## config.mk

```make
export PLATFORM = sky130hd
export DESIGN_NAME = iret_sequencer
export DESIGN_NICKNAME = d
export VERILOG_FILES = /design/src/rtl/iret_sequencer.sv
export SDC_FILE = /design/constraint.sdc
export NUM_CORES = 1
export LEC_CHECK = 0
export BUFFER_PORTS_ARGS = -buffer_cell sky130_fd_sc_hd__buf_4
export CORE_MARGIN = 2
export CORE_UTILIZATION = 50
export DETAILED_ROUTE_END_ITERATION = 6
export PLACE_DENSITY = 0.83
export SKIP_CTS_REPAIR_TIMING = 1
export SLEW_MARGIN = 5
export SYNTH_ARGS = -nofsm -noshare
export SYNTH_HDL_FRONTEND = slang
export SYNTH_SLANG_ARGS = --single-unit
```

## constraint.sdc

```tcl
create_clock -name clk -period 5.45 [get_ports clk]
set_input_delay 0.2725 -clock clk [delete_from_list [all_inputs] [get_ports clk]]
set_output_delay 0.2725 -clock clk [all_outputs]
set_load 0.01 [all_outputs]
```

## src/rtl/iret_sequencer.sv

```systemverilog
module iret_sequencer (
  input  logic        clk,
  input  logic        rst_n,
  input  logic        start,
  input  logic        op32,
  input  logic [1:0]  cur_cpl,
  input  logic        cur_ss_big,
  input  logic [31:0] cur_ss_base,
  input  logic [31:0] cur_esp,
  input  logic [31:0] cur_eflags,
  output logic        busy,
  output logic        mem_req,
  output logic [31:0] mem_addr,
  input  logic        mem_ack,
  input  logic [31:0] mem_rdata,
  output logic        desc_req,
  output logic [15:0] desc_sel,
  input  logic        desc_ack,
  input  logic        desc_ok,
  input  logic [31:0] desc_hi,
  output logic        wb_valid,
  output logic [31:0] wb_eip,
  output logic [31:0] wb_esp,
  output logic [31:0] wb_eflags,
  output logic [15:0] wb_cs,
  output logic [15:0] wb_ss,
  output logic        wb_ss_load,
  output logic        wb_vm86,
  output logic [15:0] wb_es,
  output logic [15:0] wb_ds,
  output logic [15:0] wb_fs,
  output logic [15:0] wb_gs,
  output logic        flt_valid,
  output logic [1:0]  flt_code,
  output logic [15:0] flt_sel
);

  localparam int          NWORDS    = 9;
  localparam logic [31:0] FIXED_M   = 32'h0000_0CD5;
  localparam logic [31:0] KERN_M    = 32'h0025_7300;
  localparam logic [31:0] USER_M    = 32'h0024_0100;
  localparam logic [31:0] V86_M     = 32'h001A_0000;
  localparam logic [1:0]  FC_GP     = 2'd1;
  localparam logic [1:0]  FC_NP     = 2'd2;
  localparam int          VM_BIT    = 17;

  typedef enum logic [2:0] {S_IDLE, S_POP, S_CSD, S_SSD, S_DONE, S_FLT} st_t;

  st_t         st;
  logic [3:0]  slot;
  logic        op32_q, big_q, vm_q, outer_q, newbig_q;
  logic [1:0]  cpl_q;
  logic [31:0] base_q, esp_q, fl_q, sp_q;
  logic [31:0] fr [NWORDS];
  logic [1:0]  fcode_q;
  logic [15:0] fsel_q;

  logic        keep16;
  logic [31:0] rd_val;
  logic [15:0] cs_sel, ss_sel;
  logic [1:0]  rpl, dpl;
  logic        cs_gp, ss_gp, d_np;
  logic [31:0] upd_m, full_m, raw_esp;
  logic        eff_big;
  logic        unused_desc;

  assign keep16  = !op32_q || slot == 4'd1 || slot >= 4'd4;
  assign rd_val  = keep16 ? {16'd0, mem_rdata[15:0]} : mem_rdata;
  assign cs_sel  = fr[1][15:0];
  assign ss_sel  = fr[4][15:0];
  assign rpl     = cs_sel[1:0];
  assign dpl     = desc_hi[14:13];
  assign d_np    = !desc_hi[15];

  assign cs_gp = !desc_ok || !desc_hi[12] || !desc_hi[11] || (rpl < cpl_q) ||
                 (desc_hi[10] ? (dpl > rpl) : (dpl != rpl));
  assign ss_gp = !desc_ok || !desc_hi[12] || desc_hi[11] || !desc_hi[9] ||
                 (dpl != rpl);

  assign unused_desc = ^{desc_hi[31:23], desc_hi[21:16], desc_hi[8:0]};

  always_ff @(posedge clk or negedge rst_n) begin
    if (!rst_n) begin
      st       <= S_IDLE;
      slot     <= '0;
      op32_q   <= 1'b0;
      big_q    <= 1'b0;
      vm_q     <= 1'b0;
      outer_q  <= 1'b0;
      newbig_q <= 1'b0;
      cpl_q    <= '0;
      base_q   <= '0;
      esp_q    <= '0;
      fl_q     <= '0;
      sp_q     <= '0;
      fcode_q  <= '0;
      fsel_q   <= '0;
      for (int i = 0; i < NWORDS; i++) fr[i] <= '0;
    end else begin
      case (st)
        S_IDLE: if (start) begin
          op32_q  <= op32;
          big_q   <= cur_ss_big;
          cpl_q   <= cur_cpl;
          base_q  <= cur_ss_base;
          esp_q   <= cur_esp;
          fl_q    <= cur_eflags;
          sp_q    <= cur_ss_big ? cur_esp : {16'd0, cur_esp[15:0]};
          slot    <= '0;
          vm_q    <= 1'b0;
          outer_q <= 1'b0;
          st      <= S_POP;
        end
        S_POP: if (mem_ack) begin
          fr[slot] <= rd_val;
          if (slot == 4'd2) begin
            if (op32_q && mem_rdata[VM_BIT]) begin
              vm_q <= 1'b1;
              slot <= 4'd3;
            end else if (cs_sel[15:2] == 14'd0) begin
              fcode_q <= FC_GP;
              fsel_q  <= 16'd0;
              st      <= S_FLT;
            end else begin
              st <= S_CSD;
            end
          end else if (slot == 4'd4 && !vm_q) begin
            if (rd_val[1:0] != rpl) begin
              fcode_q <= FC_GP;
              fsel_q  <= {rd_val[15:2], 2'b00};
              st      <= S_FLT;
            end else begin
              st <= S_SSD;
            end
          end else if (slot == 4'(NWORDS - 1)) begin
            st <= S_DONE;
          end else begin
            slot <= slot + 4'd1;
          end
        end
        S_CSD: if (desc_ack) begin
          if (cs_gp || d_np) begin
            fcode_q <= cs_gp ? FC_GP : FC_NP;
            fsel_q  <= {cs_sel[15:2], 2'b00};
            st      <= S_FLT;
          end else if (rpl == cpl_q) begin
            st <= S_DONE;
          end else begin
            outer_q <= 1'b1;
            slot    <= 4'd3;
            st      <= S_POP;
          end
        end
        S_SSD: if (desc_ack) begin
          if (ss_gp || d_np) begin
            fcode_q <= ss_gp ? FC_GP : FC_NP;
            fsel_q  <= {ss_sel[15:2], 2'b00};
            st      <= S_FLT;
          end else begin
            newbig_q <= desc_hi[22];
            st       <= S_DONE;
          end
        end
        default: st <= S_IDLE;
      endcase
    end
  end

  assign busy      = st != S_IDLE;
  assign mem_req   = st == S_POP;
  assign mem_addr  = base_q + sp_q + ({28'd0, slot} << (op32_q ? 2 : 1));
  assign desc_req  = st == S_CSD || st == S_SSD;
  assign desc_sel  = st == S_SSD ? ss_sel : cs_sel;

  assign upd_m   = vm_q ? (KERN_M | V86_M)
                 : ((cpl_q == 2'd0 ? KERN_M : USER_M) & (op32_q ? 32'hFFFF_FFFF : 32'h0000_FFFF));
  assign full_m  = upd_m | FIXED_M;
  assign raw_esp = (vm_q || outer_q) ? fr[3] : sp_q + (op32_q ? 32'd12 : 32'd6);
  assign eff_big = outer_q ? newbig_q : big_q;

  assign wb_valid   = st == S_DONE;
  assign wb_eip     = fr[0];
  assign wb_cs      = cs_sel;
  assign wb_eflags  = (fl_q & ~full_m) | (fr[2] & full_m);
  assign wb_esp     = (vm_q || eff_big) ? raw_esp : {esp_q[31:16], raw_esp[15:0]};
  assign wb_ss_load = vm_q || outer_q;
  assign wb_ss      = wb_ss_load ? ss_sel : 16'd0;
  assign wb_vm86    = vm_q;
  assign wb_es      = vm_q ? fr[5][15:0] : 16'd0;
  assign wb_ds      = vm_q ? fr[6][15:0] : 16'd0;
  assign wb_fs      = vm_q ? fr[7][15:0] : 16'd0;
  assign wb_gs      = vm_q ? fr[8][15:0] : 16'd0;

  assign flt_valid = st == S_FLT;
  assign flt_code  = fcode_q;
  assign flt_sel   = fsel_q;

  a_r1_idle_after_end: assert property (@(posedge clk) disable iff (!rst_n)
    (wb_valid || flt_valid) |=> !busy);

  a_r1_busy_held: assert property (@(posedge clk) disable iff (!rst_n)
    (busy && !wb_valid && !flt_valid) |=> busy);

  a_r4_rpl_not_below_cpl: assert property (@(posedge clk) disable iff (!rst_n)
    (wb_valid && !wb_vm86) |-> (wb_cs[1:0] >= cpl_q));

  a_r7_ss_rpl_match: assert property (@(posedge clk) disable iff (!rst_n)
    (wb_valid && wb_ss_load && !wb_vm86) |-> (wb_ss[1:0] == wb_cs[1:0]));

  a_r11_fault_class: assert property (@(posedge clk) disable iff (!rst_n)
    flt_valid |-> (flt_code == FC_GP || flt_code == FC_NP));

  a_r10_no_desc_on_v86: assert property (@(posedge clk) disable iff (!rst_n)
    (busy && vm_q) |-> !desc_req);

endmodule

```

==> summary.md <==
| Metric | Value |
|---|---|
| Largest buffer count on any clock path | 3 |
| Critical path type | flop to primary output |
| Clock skew after layout | 18.5 ps |
| Placeable core region | approximately 0.034 mm² |
| Unrepaired setup endpoints after global routing | no |
| Ratio of total power to cell area | ~630 mW/mm² |
| Routed vias/inst | 5.59 |
| CTS clk-pin slew, worst paths | 60 ps |
| Class of the worst hold path | input port to flop |
| Endpoint kind of the worst setup timing path | primary output |
| Die area | roughly 0.036 mm² |
| Number of H-tree levels | 2 |
| Starting Density | 50.3% |
| TritonCTS clock tree | done |
| Die X | 190 µm |
| WL/cell | 20.6 µm |
| Setup Viol. Count Final | 0 |
| Vias after detailed routing | 14678 |
| Kind of start point of the critical path | flop |
| Largest vdd supply drop | 0.000391 V |
| Run status | finished with violations |
| Biggest area consumer among synthesized cells | sky130_fd_sc_hd__dfrtp_1 |
| Distinct cell type count after synthesis | 71 |
| Peak clock frequency supported by timing | 0.214 GHz |
| Endpoint required time on the critical path | 5180 ps |
| Headroom to the max-slew limit | between 20% and 30% |
| Slew at the pin closest to its max-slew limit | 1080 ps |
| Via count of the first global-routing pass | 14347 |
| Remaining Overflow, GRT | 0 |
| Final WS setup | 787 ps |
| Number of synthesized flops with an enable pin | 0 |
| Biggest fanout along the worst timing path | 12 |
| Initial DRC count | between 800 and 900 |
| Final weighted congestion in routability-driven placement | 1.00 |
| Final wirelength | 54.1 mm |
| Violations in the final reports | hold timing |
| Mean instance size in the synthesized netlist | 9.66 µm² |
| Pin count of the biggest net entering global routing | 162 |
| Tcrit/Tclk final | 85.6% |
| Count of synthesis-stage warnings from yosys | 0 |
| Buffers on Ports | 400 |
| Most instantiated flip-flop cell in the synthesis netlist | sky130_fd_sc_hd__dfrtp_1 |
| Ys async rst share | 100% |
| Post-DP HPWL | 37.8 mm |
| Area growth from synthesis to layout | 27.5% |
| Die Span Y | 190 µm |
| I/O pin total | 435 |
| Final Hold Viols | 8 |
| Global-route wire length before repair | 81.2 mm |
| Placement-stage worst setup slack | roughly 1500 ps |
| Number of nets at the end of the flow | 2384 |
| Gate Count Post-Synth | 1787 |
| Cell at the root of the clock tree | sky130_fd_sc_hd__clkbuf_16 |
| Standby leakage power | 11.1 nW |
| DRC Markers | 0 |
| TritonCTS Buffers | 35 |
| Time the final worst path needs with I/O delays and setup | 4660 ps |
| Total count of max-transition violations in the final report | 0 |
| Skew-Pair Late Insertion Delay | 520 ps |
| Maxcap violations | 0 |
| Std cell rows | 68 |
| Global routing usage summed across all routing layers | 29.0% |
| Post-Syn Area | about 0.017 mm² |
| Cell types occupying the most area after synthesis | sky130_fd_sc_hd__dfrtp_1 (45%), sky130_fd_sc_hd__mux2_2 (11%), sky130_fd_sc_hd__nand2_1 (9.3%) |
| Fraction of layout instances using a drive strength above 1 | 30.9% |
| Worst Hold Slack | -28.3 ps |
| Data arrival, critical path | about 4400 ps |
| Sequential share of the synthesized area | 45.2% |
| Post-synth top area share | a little under half |
| Top post-synthesis cells by count | sky130_fd_sc_hd__nand2_1 (427), sky130_fd_sc_hd__dfrtp_1 (312), sky130_fd_sc_hd__mux2_2 (169) |
| Antenna violations before repair | 2 |
| CTS Sinks | ~310 |
| Initial DRT Pass Iterations | 5 |
| Most used standard cell by instance count after synthesis | sky130_fd_sc_hd__nand2_1 |
| Antenna Violating Nets Remaining | 0 |
| Setup TNS after final layout | 0 ps |
| Flops & latches, synth | 312 |
[critical path, stage by stage, from the launching register on]
cell and delay, ps:
sky130_fd_sc_hd__dfrtp_1 610, sky130_fd_sc_hd__inv_1 160, sky130_fd_sc_hd__nand2_1 140, sky130_fd_sc_hd__fa_1 420, sky130_fd_sc_hd__inv_1 70, sky130_fd_sc_hd__ha_1 170, sky130_fd_sc_hd__inv_1 60, sky130_fd_sc_hd__fa_1 390
sky130_fd_sc_hd__nand2b_1 200, sky130_fd_sc_hd__a21oi_1 150, sky130_fd_sc_hd__o21ai_0 200, sky130_fd_sc_hd__a211oi_1 600, sky130_fd_sc_hd__nor2_1 160, sky130_fd_sc_hd__a21boi_0 230, sky130_fd_sc_hd__xor2_1 170, sky130_fd_sc_hd__buf_4 140
[final timing paths]
path / start / endpoint / slack (ps) / depth (start not counted)
min in group asynchronous: rst_n / wb_eip[31] / 360 / 2
max in group asynchronous: rst_n / fr[44] / 3710 / 3
hold / removal: cur_esp[14] / esp_q[14] / -30 / 3
hold reg to reg: fl_q[19] / fl_q[19] / 470 / 2
setup / recovery: op32_q / mem_addr[29] / 790 / 15
setup reg to reg: st[2] / flt_code[0] / 1940 / 7
[sequential cells by signal (all words and copies together) (netlist names)]
signal    count
slot          4
sp_q         16
flt_code      2
fl_q         24
wb_eip       32
op32_q        1
base_q       32
wb_cs        16
outer_q       1
flt_sel      14
wb_vm86       1
st            3
fr          130
big_q         1
esp_q        32
cpl_q         2
newbig_q      1
[power by group]
group          internal (mW)  total (mW)  switching [mW]
logic                   3.33        7.37            4.03
clock network           1.54        2.53           0.989
registers               3.20        3.95           0.752
[layer usage]
layer	share of wire, %	GRT usage, %	wire length [µm]
met1	38	35.0	20700
met2	49	48.9	26500
met3	8.0	7.47	4320
met4	4.9	13.2	2660
met5	0	0	0
[cells by family after synthesis]
| kind of cell | share of synthesized area, % |
|---|---|
| adder cells (fa/ha/maj) | 5.60 |
| multiplexers | 12.3 |
| buffers and inverters | 6.51 |
| other | 0.0217 |
| flip-flops | 45.2 |
| AND/OR/NAND/NOR | 18.2 |
| XOR/XNOR | 2.94 |
| AO/OA/AOI/OAI | 9.18 |
[placed cells by master, fill, tap and decap left out, drive strengths merged, types with 4 or more instances in the layout]
cell type	n
a21boi	4
ha	66
inv	36
buf	413
a21oi	37
nand2b	9
nor3	11
xor2	19
bufinv	5
a21o	13
a32o	17
fa	7
and3	11
nand3	23
nand2	430
o21bai	6
a211oi	7
and2	86
dlygate4sd3	75
mux2	169
mux2i	22
nor2b	15
a31oi	24
nor4	8
nor2	75
nand4	10
clkbuf	48
xnor2	39
o221ai	8
or2	8
dfrtp	312
o21ai	103
clkinv	8
[area by class of cell]
type	instances	area [µm²]
diodes	2	5.00
clock buffers	48	1010
clock inverters	15	220
fillers	2701	12300
inverters	36	135
multi-input cells	1268	8380
flip-flops and latches	312	7810
well taps	455	569
repair buffers	488	3880
[metrics by stage]
step / instance area, µm² / util [%] / power (mW) / std cells
floorplan: 17300 / - / 8.44 / 1789
global placement: 20000 / 58.4 / 11.0 / 2484
detailed placement: 20000 / 58.4 / 11.2 / 2484
CTS: 21300 / 62.0 / 13.8 / 2547
global route: 22000 / 64.2 / 14.7 / 2624
finish: 22000 / 64.2 / 13.8 / 2624
No activity file was read; power rests on OpenSTA's default activity.
